[config.mk]
export PLATFORM = sky130hd
export DESIGN_NAME = phywin_seq
export DESIGN_NICKNAME = d
export VERILOG_FILES = /design/src/rtl/phywin_pkg.sv /design/src/rtl/phywin_bus_master.sv /design/src/rtl/phywin_poll_pacer.sv /design/src/rtl/phywin_seq.sv
export SDC_FILE = /design/constraint.sdc
export NUM_CORES = 1
export LEC_CHECK = 0
export CAP_MARGIN = 40
export CORE_MARGIN = 4
export CORE_UTILIZATION = 35
export CTS_CLUSTER_DIAMETER = 60
export DETAILED_ROUTE_END_ITERATION = 10
export HOLD_SLACK_MARGIN = 0.15
export PLACE_DENSITY = 0.57
export SETUP_SLACK_MARGIN = 0.05
export SYNTH_ARGS = -nofsm -noshare
export SYNTH_HDL_FRONTEND = slang
export SYNTH_SLANG_ARGS = --single-unit
[constraint.sdc]
create_clock -name clk -period 2 [get_ports clk]
set_input_delay 0.3 -clock clk [delete_from_list [all_inputs] [get_ports clk]]
set_output_delay 0.3 -clock clk [all_outputs]
set_load 0.01 [all_outputs]
[src/rtl/phywin_pkg.sv]
// Package: shared constants and state types for the windowed PHY sequencer.
// Assumes a 512-word window, so 9 internal address bits select the word.
package phywin_pkg;
    localparam int OFS_BITS = 9;
    localparam int BUS_AW   = OFS_BITS + 3;
    localparam logic [BUS_AW-1:0] PAGE_OFS = 12'h800;
    localparam logic [15:0] REG_CTRL = 16'h80A0;
    localparam logic [15:0] REG_TADDR = 16'h80A1;
    localparam logic [15:0] REG_TDATA = 16'h80A2;
    localparam int CTRL_GO_BIT = 0;
    localparam int CTRL_WR_BIT = 1;

    typedef enum logic [2:0] {
        STP_POLL_PRE, STP_ADDR, STP_DATA, STP_GO, STP_POLL_POST, STP_FETCH
    } step_e;

    typedef enum logic [2:0] {
        SQ_IDLE, SQ_ISSUE, SQ_WAIT_ACC, SQ_PACE, SQ_FINISH
    } seq_state_e;

    typedef enum logic [1:0] {
        PM_IDLE, PM_PAGE, PM_WIN
    } pm_state_e;
endpackage

[src/rtl/phywin_bus_master.sv]
// Module: phywin_bus_master
// Performs one PHY register access as two bus transfers. It writes the page
// selector at PAGE_OFS, then makes the windowed access. Assumes bus_ack is a
// one-cycle response that comes only while bus_req is high. acc_start is
// honoured only while acc_busy is low.
module phywin_bus_master
    import phywin_pkg::*;
#(
    parameter int DEV_W   = 5,
    parameter int IADDR_W = 16,
    parameter int DATA_W  = 16
) (
    input  logic               clk,
    input  logic               rst_n,
    input  logic               acc_start,
    input  logic               acc_we,
    input  logic [IADDR_W-1:0] acc_addr,
    input  logic [DEV_W-1:0]   acc_dev,
    input  logic [DATA_W-1:0]  acc_wdata,
    output logic               acc_busy,
    output logic               acc_done,
    output logic [DATA_W-1:0]  acc_rdata,
    output logic               bus_req,
    output logic               bus_we,
    output logic [BUS_AW-1:0]  bus_addr,
    output logic [DATA_W-1:0]  bus_wdata,
    input  logic               bus_ack,
    input  logic [DATA_W-1:0]  bus_rdata
);
    localparam int PAGE_W = IADDR_W - OFS_BITS;
    localparam int SEL_W  = DEV_W + PAGE_W;

    pm_state_e             st;
    logic                  lat_we;
    logic [OFS_BITS-1:0]   lat_off;
    logic [DATA_W-1:0]     lat_wdata;
    logic [SEL_W-1:0]      page_val;

    // Page selector: device number above the upper internal address bits.
    assign page_val = {acc_dev, acc_addr[IADDR_W-1:OFS_BITS]};
    assign acc_busy = (st != PM_IDLE);

    // Transfer sequencing: page write, then window access, then done pulse.
    always_ff @(posedge clk) begin
        if (!rst_n) begin
            st        <= PM_IDLE;
            bus_req   <= 1'b0;
            bus_we    <= 1'b0;
            bus_addr  <= '0;
            bus_wdata <= '0;
            acc_done  <= 1'b0;
            acc_rdata <= '0;
            lat_we    <= 1'b0;
            lat_off   <= '0;
            lat_wdata <= '0;
        end else begin
            acc_done <= 1'b0;
            case (st)
                PM_IDLE: if (acc_start) begin
                    bus_req   <= 1'b1;
                    bus_we    <= 1'b1;
                    bus_addr  <= PAGE_OFS;
                    bus_wdata <= DATA_W'(page_val);
                    lat_we    <= acc_we;
                    lat_off   <= acc_addr[OFS_BITS-1:0];
                    lat_wdata <= acc_wdata;
                    st        <= PM_PAGE;
                end
                PM_PAGE: if (bus_ack) begin
                    bus_we    <= lat_we;
                    bus_addr  <= BUS_AW'({lat_off, 2'b00});
                    bus_wdata <= lat_wdata;
                    st        <= PM_WIN;
                end
                PM_WIN: if (bus_ack) begin
                    bus_req   <= 1'b0;
                    acc_rdata <= bus_rdata;
                    acc_done  <= 1'b1;
                    st        <= PM_IDLE;
                end
                default: st <= PM_IDLE;
            endcase
        end
    end

    // a fresh request always opens with the page selector write.
    a_r1_page_first: assert property (@(posedge clk) disable iff (!rst_n)
        $rose(bus_req) |-> (bus_we && bus_addr == PAGE_OFS));

    // an acknowledged page write is followed directly by a window access.
    a_r1_window_follows: assert property (@(posedge clk) disable iff (!rst_n)
        (bus_req && bus_ack && bus_addr == PAGE_OFS) |=> (bus_req && bus_addr != PAGE_OFS));

    // a pending request keeps its address, direction and data.
    a_r2_hold_request: assert property (@(posedge clk) disable iff (!rst_n)
        (bus_req && !bus_ack) |=> (bus_req && $stable(bus_addr) && $stable(bus_we) && $stable(bus_wdata)));

    // the sequencer only starts an access while this unit is free.
    a_r2_start_when_free: assert property (@(posedge clk) disable iff (!rst_n)
        acc_start |-> (st == PM_IDLE));
endmodule

[src/rtl/phywin_poll_pacer.sv]
// Module: phywin_poll_pacer
// Spaces busy polls and counts them. wait_go starts a WAIT_TICKS delay and
// records one busy poll. wait_over pulses when the delay has run out.
// last_try flags that the current poll is the MAX_POLLS-th. Assumes wait_go
// is never raised on the last try.
module phywin_poll_pacer #(
    parameter int WAIT_TICKS = 1000,
    parameter int MAX_POLLS  = 8
) (
    input  logic clk,
    input  logic rst_n,
    input  logic tries_clr,
    input  logic wait_go,
    output logic wait_over,
    output logic last_try
);
    localparam int WAIT_W = $clog2(WAIT_TICKS + 1);
    localparam int TRY_W  = $clog2(MAX_POLLS + 1);

    logic [WAIT_W-1:0] wait_cnt;
    logic              waiting;
    logic [TRY_W-1:0]  tries;

    assign last_try = (tries == TRY_W'(MAX_POLLS - 1));

    // Busy-poll counter and inter-poll delay countdown.
    always_ff @(posedge clk) begin
        if (!rst_n) begin
            wait_cnt  <= '0;
            waiting   <= 1'b0;
            wait_over <= 1'b0;
            tries     <= '0;
        end else begin
            wait_over <= 1'b0;
            if (tries_clr)    tries <= '0;
            else if (wait_go) tries <= tries + 1'b1;
            if (wait_go) begin
                waiting  <= 1'b1;
                wait_cnt <= WAIT_W'(WAIT_TICKS - 1);
            end else if (waiting) begin
                if (wait_cnt == '0) begin
                    waiting   <= 1'b0;
                    wait_over <= 1'b1;
                end else begin
                    wait_cnt <= wait_cnt - 1'b1;
                end
            end
        end
    end

    // the delay never ends in the cycle right after it starts.
    a_r6_no_early_end: assert property (@(posedge clk) disable iff (!rst_n)
        wait_go |=> !wait_over);

    // no further wait is requested once the poll budget is spent.
    a_r7_budget_respected: assert property (@(posedge clk) disable iff (!rst_n)
        !(wait_go && last_try));
endmodule

[src/rtl/phywin_seq.sv]
// Module: phywin_seq (top)
// Runs the indirect command protocol of the PHY over the windowed bus. A
// read is: poll, address, start, poll, fetch. A write is: poll, address,
// data, start+write. Assumes one command at a time on the valid/ready port
// and a bus slave that eventually acknowledges every request.
module phywin_seq
    import phywin_pkg::*;
#(
    parameter int DEV_W      = 5,
    parameter int IADDR_W    = 16,
    parameter int DATA_W     = 16,
    parameter int WAIT_TICKS = 1000,
    parameter int MAX_POLLS  = 8
) (
    input  logic               clk,
    input  logic               rst_n,
    input  logic               cmd_valid,
    output logic               cmd_ready,
    input  logic               cmd_write,
    input  logic [DEV_W-1:0]   cmd_dev,
    input  logic [IADDR_W-1:0] cmd_addr,
    input  logic [DATA_W-1:0]  cmd_wdata,
    output logic               done,
    output logic [DATA_W-1:0]  rd_data,
    output logic               err,
    output logic               bus_req,
    output logic               bus_we,
    output logic [BUS_AW-1:0]  bus_addr,
    output logic [DATA_W-1:0]  bus_wdata,
    input  logic               bus_ack,
    input  logic [DATA_W-1:0]  bus_rdata
);
    seq_state_e         st;
    step_e              step;
    logic               op_write;
    logic [DEV_W-1:0]   op_dev;
    logic [IADDR_W-1:0] op_addr;
    logic [DATA_W-1:0]  op_wdata;

    logic               acc_start, acc_we, acc_busy, acc_done;
    logic [IADDR_W-1:0] acc_addr;
    logic [DATA_W-1:0]  acc_wdata, acc_rdata;
    logic               polling, busy_seen, wait_go, wait_over, last_try, tries_clr;

    assign cmd_ready = (st == SQ_IDLE);
    assign done      = (st == SQ_FINISH);
    assign acc_start = (st == SQ_ISSUE);
    assign polling   = (step == STP_POLL_PRE) || (step == STP_POLL_POST);
    assign busy_seen = acc_rdata[CTRL_GO_BIT];
    assign wait_go   = (st == SQ_WAIT_ACC) && acc_done && polling && busy_seen && !last_try;
    assign tries_clr = (st == SQ_IDLE) || ((st == SQ_WAIT_ACC) && acc_done && polling && !busy_seen);

    // Register, direction and data of the access for the current step.
    always_comb begin
        acc_we    = 1'b0;
        acc_addr  = IADDR_W'(REG_CTRL);
        acc_wdata = '0;
        case (step)
            STP_ADDR: begin
                acc_we    = 1'b1;
                acc_addr  = IADDR_W'(REG_TADDR);
                acc_wdata = DATA_W'(op_addr);
            end
            STP_DATA: begin
                acc_we    = 1'b1;
                acc_addr  = IADDR_W'(REG_TDATA);
                acc_wdata = op_wdata;
            end
            STP_GO: begin
                acc_we                 = 1'b1;
                acc_wdata[CTRL_GO_BIT] = 1'b1;
                acc_wdata[CTRL_WR_BIT] = op_write;
            end
            STP_FETCH: acc_addr = IADDR_W'(REG_TDATA);
            default: ;
        endcase
    end

    // Command sequencing across steps, poll pacing and completion.
    always_ff @(posedge clk) begin
        if (!rst_n) begin
            st       <= SQ_IDLE;
            step     <= STP_POLL_PRE;
            op_write <= 1'b0;
            op_dev   <= '0;
            op_addr  <= '0;
            op_wdata <= '0;
            rd_data  <= '0;
            err      <= 1'b0;
        end else begin
            case (st)
                SQ_IDLE: if (cmd_valid) begin
                    op_write <= cmd_write;
                    op_dev   <= cmd_dev;
                    op_addr  <= cmd_addr;
                    op_wdata <= cmd_wdata;
                    step     <= STP_POLL_PRE;
                    st       <= SQ_ISSUE;
                end
                SQ_ISSUE: st <= SQ_WAIT_ACC;
                SQ_WAIT_ACC: if (acc_done) begin
                    case (step)
                        STP_POLL_PRE, STP_POLL_POST: begin
                            if (!busy_seen) begin
                                step <= (step == STP_POLL_PRE) ? STP_ADDR : STP_FETCH;
                                st   <= SQ_ISSUE;
                            end else if (last_try) begin
                                err <= 1'b1;
                                st  <= SQ_FINISH;
                            end else begin
                                st <= SQ_PACE;
                            end
                        end
                        STP_ADDR: begin
                            step <= op_write ? STP_DATA : STP_GO;
                            st   <= SQ_ISSUE;
                        end
                        STP_DATA: begin
                            step <= STP_GO;
                            st   <= SQ_ISSUE;
                        end
                        STP_GO: begin
                            if (op_write) begin
                                st <= SQ_FINISH;
                            end else begin
                                step <= STP_POLL_POST;
                                st   <= SQ_ISSUE;
                            end
                        end
                        STP_FETCH: begin
                            rd_data <= acc_rdata;
                            st      <= SQ_FINISH;
                        end
                        default: st <= SQ_FINISH;
                    endcase
                end
                SQ_PACE: if (wait_over) st <= SQ_ISSUE;
                SQ_FINISH: begin
                    err     <= 1'b0;
                    rd_data <= '0;
                    st      <= SQ_IDLE;
                end
                default: st <= SQ_IDLE;
            endcase
        end
    end

    phywin_bus_master #(
        .DEV_W(DEV_W), .IADDR_W(IADDR_W), .DATA_W(DATA_W)
    ) u_bus (
        .clk(clk), .rst_n(rst_n),
        .acc_start(acc_start), .acc_we(acc_we), .acc_addr(acc_addr),
        .acc_dev(op_dev), .acc_wdata(acc_wdata),
        .acc_busy(acc_busy), .acc_done(acc_done), .acc_rdata(acc_rdata),
        .bus_req(bus_req), .bus_we(bus_we), .bus_addr(bus_addr),
        .bus_wdata(bus_wdata), .bus_ack(bus_ack), .bus_rdata(bus_rdata)
    );

    phywin_poll_pacer #(
        .WAIT_TICKS(WAIT_TICKS), .MAX_POLLS(MAX_POLLS)
    ) u_pacer (
        .clk(clk), .rst_n(rst_n),
        .tries_clr(tries_clr), .wait_go(wait_go),
        .wait_over(wait_over), .last_try(last_try)
    );

    // done lasts one cycle and the block is ready right after it.
    a_r9_done_single: assert property (@(posedge clk) disable iff (!rst_n)
        done |=> (!done && cmd_ready));

    // the error flag is only presented together with done.
    a_r7_err_with_done: assert property (@(posedge clk) disable iff (!rst_n)
        err |-> done);

    // a write completes right after its start access, with no final poll.
    a_r5_write_ends_at_go: assert property (@(posedge clk) disable iff (!rst_n)
        (st == SQ_WAIT_ACC && step == STP_GO && op_write && acc_done) |=> done);

    // the captured command does not change while one is outstanding.
    a_r8_command_held: assert property (@(posedge clk) disable iff (!rst_n)
        (!cmd_ready && !done) |=> ($stable(op_addr) && $stable(op_write) && $stable(op_dev)));

    // a bus access is only underway while the sequencer waits for it.
    a_r2_access_owned: assert property (@(posedge clk) disable iff (!rst_n)
        acc_busy |-> (st == SQ_WAIT_ACC));
endmodule

==> impl_results.md, run 1 <==
* # diodes at 0
* Worst skew pair latency at 0.41 ns
* Min Tclk post-route at 1.80 ns
* Antenna Violating Nets Remaining at 0
* Wire length per cell at 14.5 µm
* Rel. slew slack at 0.556
* Initial antenna violation count at 1
* Total CTS buffers at 17
* Drc violations at 0
* Final setup vio count at 0
* Syn Area/Cell at 8.00 µm²
* Switching share of power at 0.217
* CP startpoint kind: register
* Logic gate share of total power at 0.085
* Crit path kind: reg2reg
* Remaining global-route overflow at 0
* Pwr Density at 905 mW/mm²
* Pint at 0.00526 W
* Num ports at 107
* Share of cells above drive strength 1 at 0.0895
* Post-synthesis instance total at 688
* Period utilisation layout at 0.901
* YS warnings at 0
* Critical Path Sink Type: register
* Seq/Total Area, Yosys at 0.502
* FP Rows at 45
* Routed via count at 4946
* Vias in the first global route at 4864
* Post-Route WL at 14500 µm
* CTS clk-pin slew, worst paths at 0.05 ns
* Clk root buf: clkbuf_16
* Crit Path Max Fanout at 6
* Seq pwr share at 0.430
* Worst Tran Pin Value at 0.660 ns
* Die W at 133 µm
* Drt via density at 4.93
* CTS H-Tree Depth at 4
* Worst Skew at 0.00947 ns
* Async set or reset register ratio after synthesis at 0
* Full die area at 0.0178 mm²
* HP Class: in2reg
* RSZ-0062 raised after global routing: no
* Max VDD drop at 0.543 mV
* Crit path required time at 2.33 ns
* R2r setup slk at 0.20 ns
* Post-CTS setup repair buffer count at 0
* Net Sw Power at 0.00145 W
* Worst hold slack at 0.436 ns
* Sum of negative setup slack at 0 ns
* Max Cap Viol at 0
* Area growth syn-to-layout at 34.6%
* Top-area cell type share of the netlist area at 0.502
* Initial Utilization at 0.360
* Placed Area at 0.00677 mm²
* Arrival @ worst endpoint at 2.13 ns
* Clock tree sinks at 138
* Top cells by area, synth: dfxtp_1 50%, nand2_1 13%, a21oi_1 11%
* Routability Congestion at 0.796
* Leakage at 2.63 nW
* Largest net degree at the start of global routing at 42
* Final core utilization at 0.484
* Fin area at 0.00741 mm²
* Outcome: finished, final reports clean
* TritonCTS clock tree: yes
* Gr usage total at 0.166
* Primary FF master, synth: dfxtp_1
* Cell accounting for the most synthesized area: dfxtp_1
* Post-synth EDFFs at 0
* Fin. Hold Viols at 0
* Core area at 0.0153 mm²
* Setup WS post-layout at 0.198 ns
* Mapped cell area at 0.00551 mm²
* Yosys cell types at 50
* Hpwl dp at 10000 µm
* IO Port Bufs at 99
* Initial DRC count at 297
* Seq cells post-synth at 138
* Clock buffer depth at 2
* First-pass GRT wire length at 24000 µm
* Max Freq at 0.555 GHz
* Final Max Slew Viols at 0
* Clk pwr share at 0.486
* Final layout net count at 840
* TritonRoute pass-1 iters at 5
* Die Ht at 133 µm
* Worst slack, placed at 0.122 ns
Yosys cell counts, types with 3 or more instances:
cell type	count
nand2_1	184
dfxtp_1	138
a21oi_1	116
nand3_1	51
clkbuf_1	47
nor2_1	28
a22o_1	15
a311oi_1	9
buf_4	9
inv_1	6
o21ai_0	5
a31oi_1	4
mux2i_1	4
nor2b_1	4
o21a_1	4
xnor2_1	4
buf_2	3
nand2b_1	3
nor3_1	3
nor4_1	3
o211ai_1	3
or3b_2	3
xor2_1	3
state kept, by name (all words and copies together) (netlist names):
register,cells
op_wdata,16
u_bus.bus_addr,4
step,3
u_bus.acc_rdata,16
u_bus.lat_we,1
u_pacer.tries,4
err,1
op_dev,5
u_bus.bus_we,1
u_bus.bus_req,1
u_bus.lat_wdata,16
u_pacer.wait_cnt,10
u_bus.st,2
u_bus.bus_wdata,16
u_pacer.wait_over,1
st,3
u_pacer.waiting,1
op_addr,16
rd_data,16
op_write,1
u_bus.lat_off,3
u_bus.acc_done,1
worst max-delay path, cell delays in order (launching register included):
cell     delay, ns
dfxtp_1       0.34
or4_1         0.59
a211o_1       0.29
or3_1         0.32
a31oi_1       0.17
power by group through the flow:
stage	Combinational (W)	Clock, W	Sequential, W
2_1_floorplan	0.000302	0	0.00294
3_3_place_gp	0.000563	0	0.00294
3_5_place_dp	0.000569	0	0.00294
4_1_cts	0.000572	0.00334	0.00288
5_1_grt	0.000624	0.00346	0.00289
6_report	0.000567	0.00326	0.00288
cells by family after synthesis:
logic type,Yosys count,synth area share
AOI/OAI and AO/OA,169,0.182
xor gates and xnor gates,7,0.0111
adders and majority gates,2,0.00454
buffers and inverters,68,0.0545
DFF,138,0.502
muxes,6,0.0114
other,1,0.000681
and+or+nand+nor,297,0.234
metal layers:
| layer | global-route usage | up-vias | part of all wire |
|---|---|---|---|
| li1 | - | 2523 | - |
| met1 | 0.212 | 2271 | 0.46 |
| met2 | 0.274 | 129 | 0.47 |
| met3 | 0.0400 | 21 | 0.051 |
| met4 | 0.0600 | 2 | 0.015 |
| met5 | 0 | - | 0.00089 |
placed cells by master, fill, tap and decap left out, types with 7 or more instances in the layout:
cell type          n
nor2_1            28
dfxtp_1          138
clkdlybuf4s50_1   97
buf_4             26
nand3_1           50
conb_1             7
a21oi_1          116
a22o_1            15
a311oi_1           9
clkbuf_16         17
nand2_1          184
per-stage QoR:
stage          power [W]  instances
3_5_place_dp     0.00351        972
5_1_grt          0.00698       1004
6_report         0.00671       1004
4_1_cts          0.00679       1004
3_3_place_gp     0.00350        972
2_1_floorplan    0.00324        694
final cells by class:
cell class	instances	area (µm²)
Clock inverter	6	108
Multi-Input combinational cell	488	2490
Timing Repair Buffer	128	1240
Clock buffer	26	519
Inverter	7	26.3
Fill cell	1495	7900
Sequential cell	138	2760
Tap cell	211	264
worst paths after layout:
| path | start | endpoint | cells after the start |
|---|---|---|---|
| setup reg to reg | u_pacer.wait_cnt[2] | u_pacer.wait_cnt[7] | 4 |
| hold reg to reg | u_bus.acc_rdata[15] | rd_data[15] | 2 |
| setup / recovery | u_pacer.wait_cnt[2] | u_pacer.wait_cnt[7] | 4 |
| hold / removal | cmd_wdata[8] | op_wdata[8] | 3 |
timing repair:
| item | 4_1_cts | 5_1_grt |
|---|---|---|
| endpoints found under the hold margin | 0 | 0 |
| hold buffers | 0 | 0 |
| resized for setup | 3 | 2 |
| setup endpoints to repair | 2 | 15 |
(Power assumes the default switching activity.)
==> inputs of run 2 (changes only) <==
CORE_ASPECT_RATIO = 2   (was unset)
GPL_TIMING_DRIVEN = 1   (was unset)
SLEW_MARGIN = 40   (was unset)
==> run 2 against run 1 <==
Fmax shrank 1.9%; core utilization increased by 0.10 points; clock power hardly changed; highest routed layer is now met4; first-iteration DRC count fell by 15%; final cell count fell by 1.1%.
==> impl_results.md, run 2 (same netlist as run 1, synthesis figures left out) <==
* Hold path endpoint: op_addr[7]
* First-pass GRT wire length at 24100 µm (+0.20%)
* Slowest stage delay, CP at 0.63 ns (+0.04 ns)
* Total CTS buffers at 17 (unchanged)
* R2R depth at 4 (unchanged)
* Gr usage total at 0.163 (-0.00253)
* Worst Skew at 0.00842 ns (-0.00105 ns)
* FP Rows at 64 (+42%)
* WHS Path Cells at 3 (unchanged)
* Worst Tran Pin Value at 0.601 ns (-0.0596 ns)
* Pwr Total at 0.00676 W (+0.69%)
* CTS clk-pin slew, worst paths at 0.06 ns (about the same)
* R2r endpoint: u_pacer.wait_cnt[7]
* Post-CTS setup repair buffer count at 0 (unchanged)
* R2r setup slk at 0.16 ns (-0.03 ns)
* RR Startpoint: u_pacer.wait_cnt[2]
* Worst skew pair latency at 0.41 ns (about the same)
* Share of cells above drive strength 1 at 0.0956 (+0.00606)
* Die Ht at 185 µm (+39%)
* Clock buffer depth at 2 (unchanged)
* Max Freq at 0.545 GHz (-1.9%)
* Critical Path Slowest Stage Cell: or4_1
* Drc violations at 0 (unchanged)
* Min Tclk post-route at 1.84 ns (+0.0340 ns)
* Routed via count at 4992 (+0.93%)
* Initial antenna violation count at 0 (-1)
* RSZ-0062 raised after global routing: no
* Fin. Hold Viols at 0 (unchanged)
* Pwr Density at 906 mW/mm² (about the same)
* CTS H-Tree Depth at 4 (unchanged)
* Die W at 96.7 µm (-28%)
* HP Class: in2reg
* TritonCTS clock tree: yes
* Remaining global-route overflow at 0 (unchanged)
* Antenna Violating Nets Remaining at 0 (unchanged)
* Final setup vio count at 0 (unchanged)
* Max VDD drop at 0.626 mV (+15%)
* Initial Utilization at 0.358 (-0.00140)
* Leakage at 2.64 nW (+0.43%)
* Wire length per cell at 14.5 µm (+0.13%)
* Most common cell after layout, fill and taps aside: nand2_1
* Final core utilization at 0.485 (+0.00104)
* Post-Route WL at 14400 µm (-0.96%)
* Routability Congestion at 0.841 (+5.6%)
* Vias in the first global route at 5020 (+3.2%)
* Outcome: finished, final reports clean
* Final layout net count at 842 (+0.24%)
* Clock tree sinks at 138 (unchanged)
* Core area at 0.0154 mm² (+0.39%)
* Period utilisation layout at 0.918 (+0.0170)
* Sum of negative setup slack at 0 ns (unchanged)
* Worst hold start: cmd_addr[7]
* Crit Path Max Fanout at 6 (unchanged)
* Final Max Slew Viols at 0 (unchanged)
* TritonRoute pass-1 iters at 4 (-1)
* Area growth syn-to-layout at 35.4%
* Arrival @ worst endpoint at 2.17 ns (+0.04 ns)
* Clk root buf: clkbuf_16
* Largest net degree at the start of global routing at 41 (-2.4%)
* Initial DRC count at 253 (-15%)
* Crit path required time at 2.34 ns (about the same)
* Drt via density at 5.03 (+2.0%)
* Full die area at 0.0179 mm² (+0.69%)
* Num ports at 107 (unchanged)
* IO Port Bufs at 99 (unchanged)
* Critical-path cell list: or4_1 -> a211o_1 -> or3_1 -> a31oi_1
* Max Cap Viol at 0 (unchanged)
* Rel. slew slack at 0.599 (+0.0428)
* CP startpoint kind: register
* Most frequent cells in the layout: 184 x nand2_1, 138 x dfxtp_1, 116 x a21oi_1
* Hpwl dp at 10500 µm (+5.3%)
* Crit path kind: reg2reg
* Critical Path Sink Type: register
* # diodes at 0 (unchanged)
## run 2: changes by cell type in the layout (fill, tap and decap cells not counted), sizes merged
cell | before | now
clkinv | 2 | 5
clkbuf | 26 | 19
clkinvlp | 1 | 2
buf | 29 | 31
bufinv | 3 | 4
inv | 7 | 9
## run 2: worst max-delay path by stage
stage	from	slack [ns]	end	depth (start not counted)
final	u_pacer.wait_cnt[2]	0.16	u_pacer.wait_cnt[7]	4
after global placement	st[1]	0.19	u_pacer.tries[1]	6
after detailed placement	u_pacer.wait_cnt[2]	0.003	u_pacer.wait_cnt[9]	4
after global routing	st[1]	0.08	rd_data[3]	7
after CTS	u_pacer.wait_cnt[2]	0.10	u_pacer.wait_cnt[9]	4
after floorplan	st[1]	0.05	u_bus.lat_wdata[0]	6
## run 2: layout make-up
| type | instances | area [µm²] |
|---|---|---|
| Clock buffer | 19 | 433 |
| Tap cell | 198 | 248 |
| Clock inverter | 13 | 193 |
| Multi-Input combinational cell | 488 | 2500 |
| Sequential cell | 138 | 2760 |
| Timing Repair Buffer | 130 | 1300 |
| Inverter | 7 | 27.5 |
| Fill cell | 1541 | 7920 |
## run 2: worst max-delay path, delay by kind of cell, from the launching register on
| family | cells | cell delay [ns] |
|---|---|---|
| AOI/OAI and AO/OA | 2 | 0.46 |
| and+or+nand+nor | 2 | 0.96 |
| DFF | 1 | 0.35 |
## run 2: layer usage
layer  global-route usage  part of all wire
met2                0.305              0.54
met4               0.0748             0.026
met5                    0                 0
met1                0.172              0.40
met3               0.0384             0.039
## run 2: where the power goes
part / internal [W] / switching, W / total (W)
clock network: 0.00210 / 0.00119 / 0.00329
logic: 0.000275 / 0.000304 / 0.000580
registers: 0.00284 / 0.0000490 / 0.00288
total: 0.00521 / 0.00154 / 0.00676
## run 2: through the flow
stage          hold WS, ns  instance area [µm²]  cells  setup WS (ns)
6_report             0.438                 7460    993          0.164
5_1_grt              0.437                 7460    993         0.0773
4_1_cts              0.422                 7450    993          0.104
3_5_place_dp         0.447                 6810    961        0.00327
3_3_place_gp         0.436                 6810    961          0.186
2_1_floorplan        0.429                 5540    694         0.0466
## run 2: timing repair
| item | CTS | global route |
|---|---|---|
| hold buffers | 0 | 0 |
| setup endpoints to repair | 9 | 24 |
| gates cloned | 0 | 0 |
| resized for setup | 6 | 2 |
==> inputs of run 3 (changes only) <==
CORE_UTILIZATION = 47   (was 35)
PLACE_DENSITY = 0.73   (was 0.57)
==> run 3 against run 2 <==
Largest power group unchanged; hold slack barely moved; die area fell by 24%; combinational power down 3%; clock skew rose by 0.00060 ns; fmax is 0.61% higher; cell area shrank 1.6%; sequential share of layout area rose by 0.61 points; critical path depth stayed put; critical endpoint unchanged; register-to-register slack about the same; largest cell class unchanged; final cell count shrank 6.0%; non-clock buffer count down 4; setup slack better by 0.011 ns.
==> impl_results.md, run 3 (same netlist as run 1, synthesis figures left out) <==
* Outcome: finished, final reports clean
* Worst Tran Pin Value at 0.611 ns (+0.0105 ns)
* Max VDD drop at 0.626 mV (about the same)
* Final core utilization at 0.642 (+0.157)
* Crit path launch: u_pacer.wait_cnt[2]
* RSZ-0062 raised after global routing: no
* Remaining global-route overflow at 0 (unchanged)
* IO Port Bufs at 99 (unchanged)
* Clk root buf: clkbuf_16
* # diodes at 0 (unchanged)
* Sum of negative setup slack at 0 ns (unchanged)
* Worst hold start: cmd_wdata[8]
* Crit Path Max Fanout at 6 (unchanged)
* TritonCTS clock tree: yes
* Fillcell total at 1004 (-35%)
* Drt via density at 5.39 (+7.3%)
* Drc violations at 0 (unchanged)
* Antenna Violating Nets Remaining at 0 (unchanged)
* RR Startpoint: u_pacer.wait_cnt[2]
* Arrival @ worst endpoint at 2.17 ns (about the same)
* Routability Congestion at 0.791 (-5.9%)
* Fin. Hold Viols at 0 (unchanged)
* Num ports at 107 (unchanged)
* CP startpoint kind: register
* Hold Buf Count CTS at 0 (unchanged)
* Clock buffer depth at 2 (unchanged)
* Period utilisation layout at 0.912 (-0.00560)
* Initial antenna violation count at 0 (unchanged)
* Die W at 84.5 µm (-13%)
* CTS clk-pin slew, worst paths at 0.06 ns (about the same)
* Max Cap Viol at 0 (unchanged)
* Worst skew pair latency at 0.41 ns (about the same)
* Crit path kind: reg2reg
* Hpwl dp at 9690 µm (-8.0%)
* Most frequent cells in the layout: 184 x nand2_1, 138 x dfxtp_1, 116 x a21oi_1
* FF/Latch Area at 0.00276 mm² (unchanged)
* Grt peak-use layer: met2
* Initial Utilization at 0.482 (+0.124)
* Crit path required time at 2.34 ns (about the same)
* Post-Route WL at 13700 µm (-4.7%)
* First-pass GRT wire length at 22900 µm (-5.1%)
* Pwr Density at 912 mW/mm² (+0.59%)
* Core area at 0.0114 mm² (-26%)
* Multi-input logic area at 0.00249 mm² (-0.20%)
* Gr usage total at 0.206 (+0.0421)
* Most common cell after layout, fill and taps aside: nand2_1
* Min Tclk post-route at 1.82 ns (-0.0112 ns)
* Clock tree sinks at 138 (unchanged)
* Critical Path Sink Type: register
* Area growth syn-to-layout at 33.2%
* FP Rows at 55 (-14%)
* Rel. slew slack at 0.592 (-0.00702)
* Leakage at 2.62 nW (-0.76%)
* TritonRoute pass-1 iters at 4 (unchanged)
* GRT met1 Usage at 0.224 (+0.0519)
* Wire length per cell at 14.7 µm (+1.5%)
* Final setup vio count at 0 (unchanged)
* Met2 usage at 0.357 (+0.0524)
* Post-CTS setup repair buffer count at 0 (unchanged)
* Final layout net count at 838 (-0.48%)
* Vias in the first global route at 4881 (-2.8%)
* Full die area at 0.0136 mm² (-24%)
* Max Freq at 0.548 GHz (+0.61%)
* Post-CTS Resized at 4 (-2)
* Worst Skew at 0.00903 ns (+0.000604 ns)
* Die Ht at 161 µm (-13%)
* Share of cells above drive strength 1 at 0.0910 (-0.00457)
* Total CTS buffers at 17 (unchanged)
* HP Class: in2reg
* Largest net degree at the start of global routing at 44 (+7.3%)
* Routed via count at 5033 (+0.82%)
* Initial DRC count at 250 (-1.2%)
* CTS H-Tree Depth at 4 (unchanged)
* Final Max Slew Viols at 0 (unchanged)
* Met3 Usage GRT at 0.0510 (+0.0126)
==> run 3: metal layers <==
metal / share of wire / vias up
met3: 0.045 / 36
li1: - / 2509
met4: 0.039 / 0
met2: 0.53 / 157
met5: 0 / -
met1: 0.39 / 2331
==> run 3: worst max-delay path, cell delays in order, from the launching register on <==
cell and delay (ns):
dfxtp_1 0.35, or4_1 0.63, a211o_1 0.30, or3_1 0.32, a31oi_1 0.16
==> run 3: area by class of cell <==
class                           instances  share of cell area
Clock buffer                           22              0.0660
Clock inverter                         10              0.0189
Sequential cell                       138               0.377
Timing Repair Buffer                  126               0.171
Inverter                                7             0.00375
Multi-Input combinational cell        488               0.340
Tap cell                              142              0.0242
==> run 3: path summary, 6_finish.rpt <==
kind | end | slack [ns] | depth (start not counted)
min reg2reg | rd_data[4] | 0.45 | 2
min | op_wdata[8] | 0.44 | 3
max reg2reg | u_pacer.wait_cnt[7] | 0.18 | 4
max | u_pacer.wait_cnt[7] | 0.18 | 4
==> run 3: power breakdown <==
group          total [W]  internal, W  switching, W  leakage (nW)
registers        0.00288      0.00284     0.0000486          1.12
clock network    0.00324      0.00209       0.00115         0.306
logic           0.000561     0.000263      0.000298          1.20
==> run 3: stage by stage <==
step	worst slack (ns)	total power [W]	instances	cell area, µm²	hold WS [ns]
after floorplan	0.0466	0.00324	694	5540	0.429
after global placement	0.163	0.00349	901	6700	0.435
after detailed placement	0.0765	0.00350	901	6700	0.443
after CTS	0.162	0.00673	933	7320	0.421
after global routing	0.0582	0.00694	933	7340	0.415
final	0.175	0.00669	933	7340	0.438
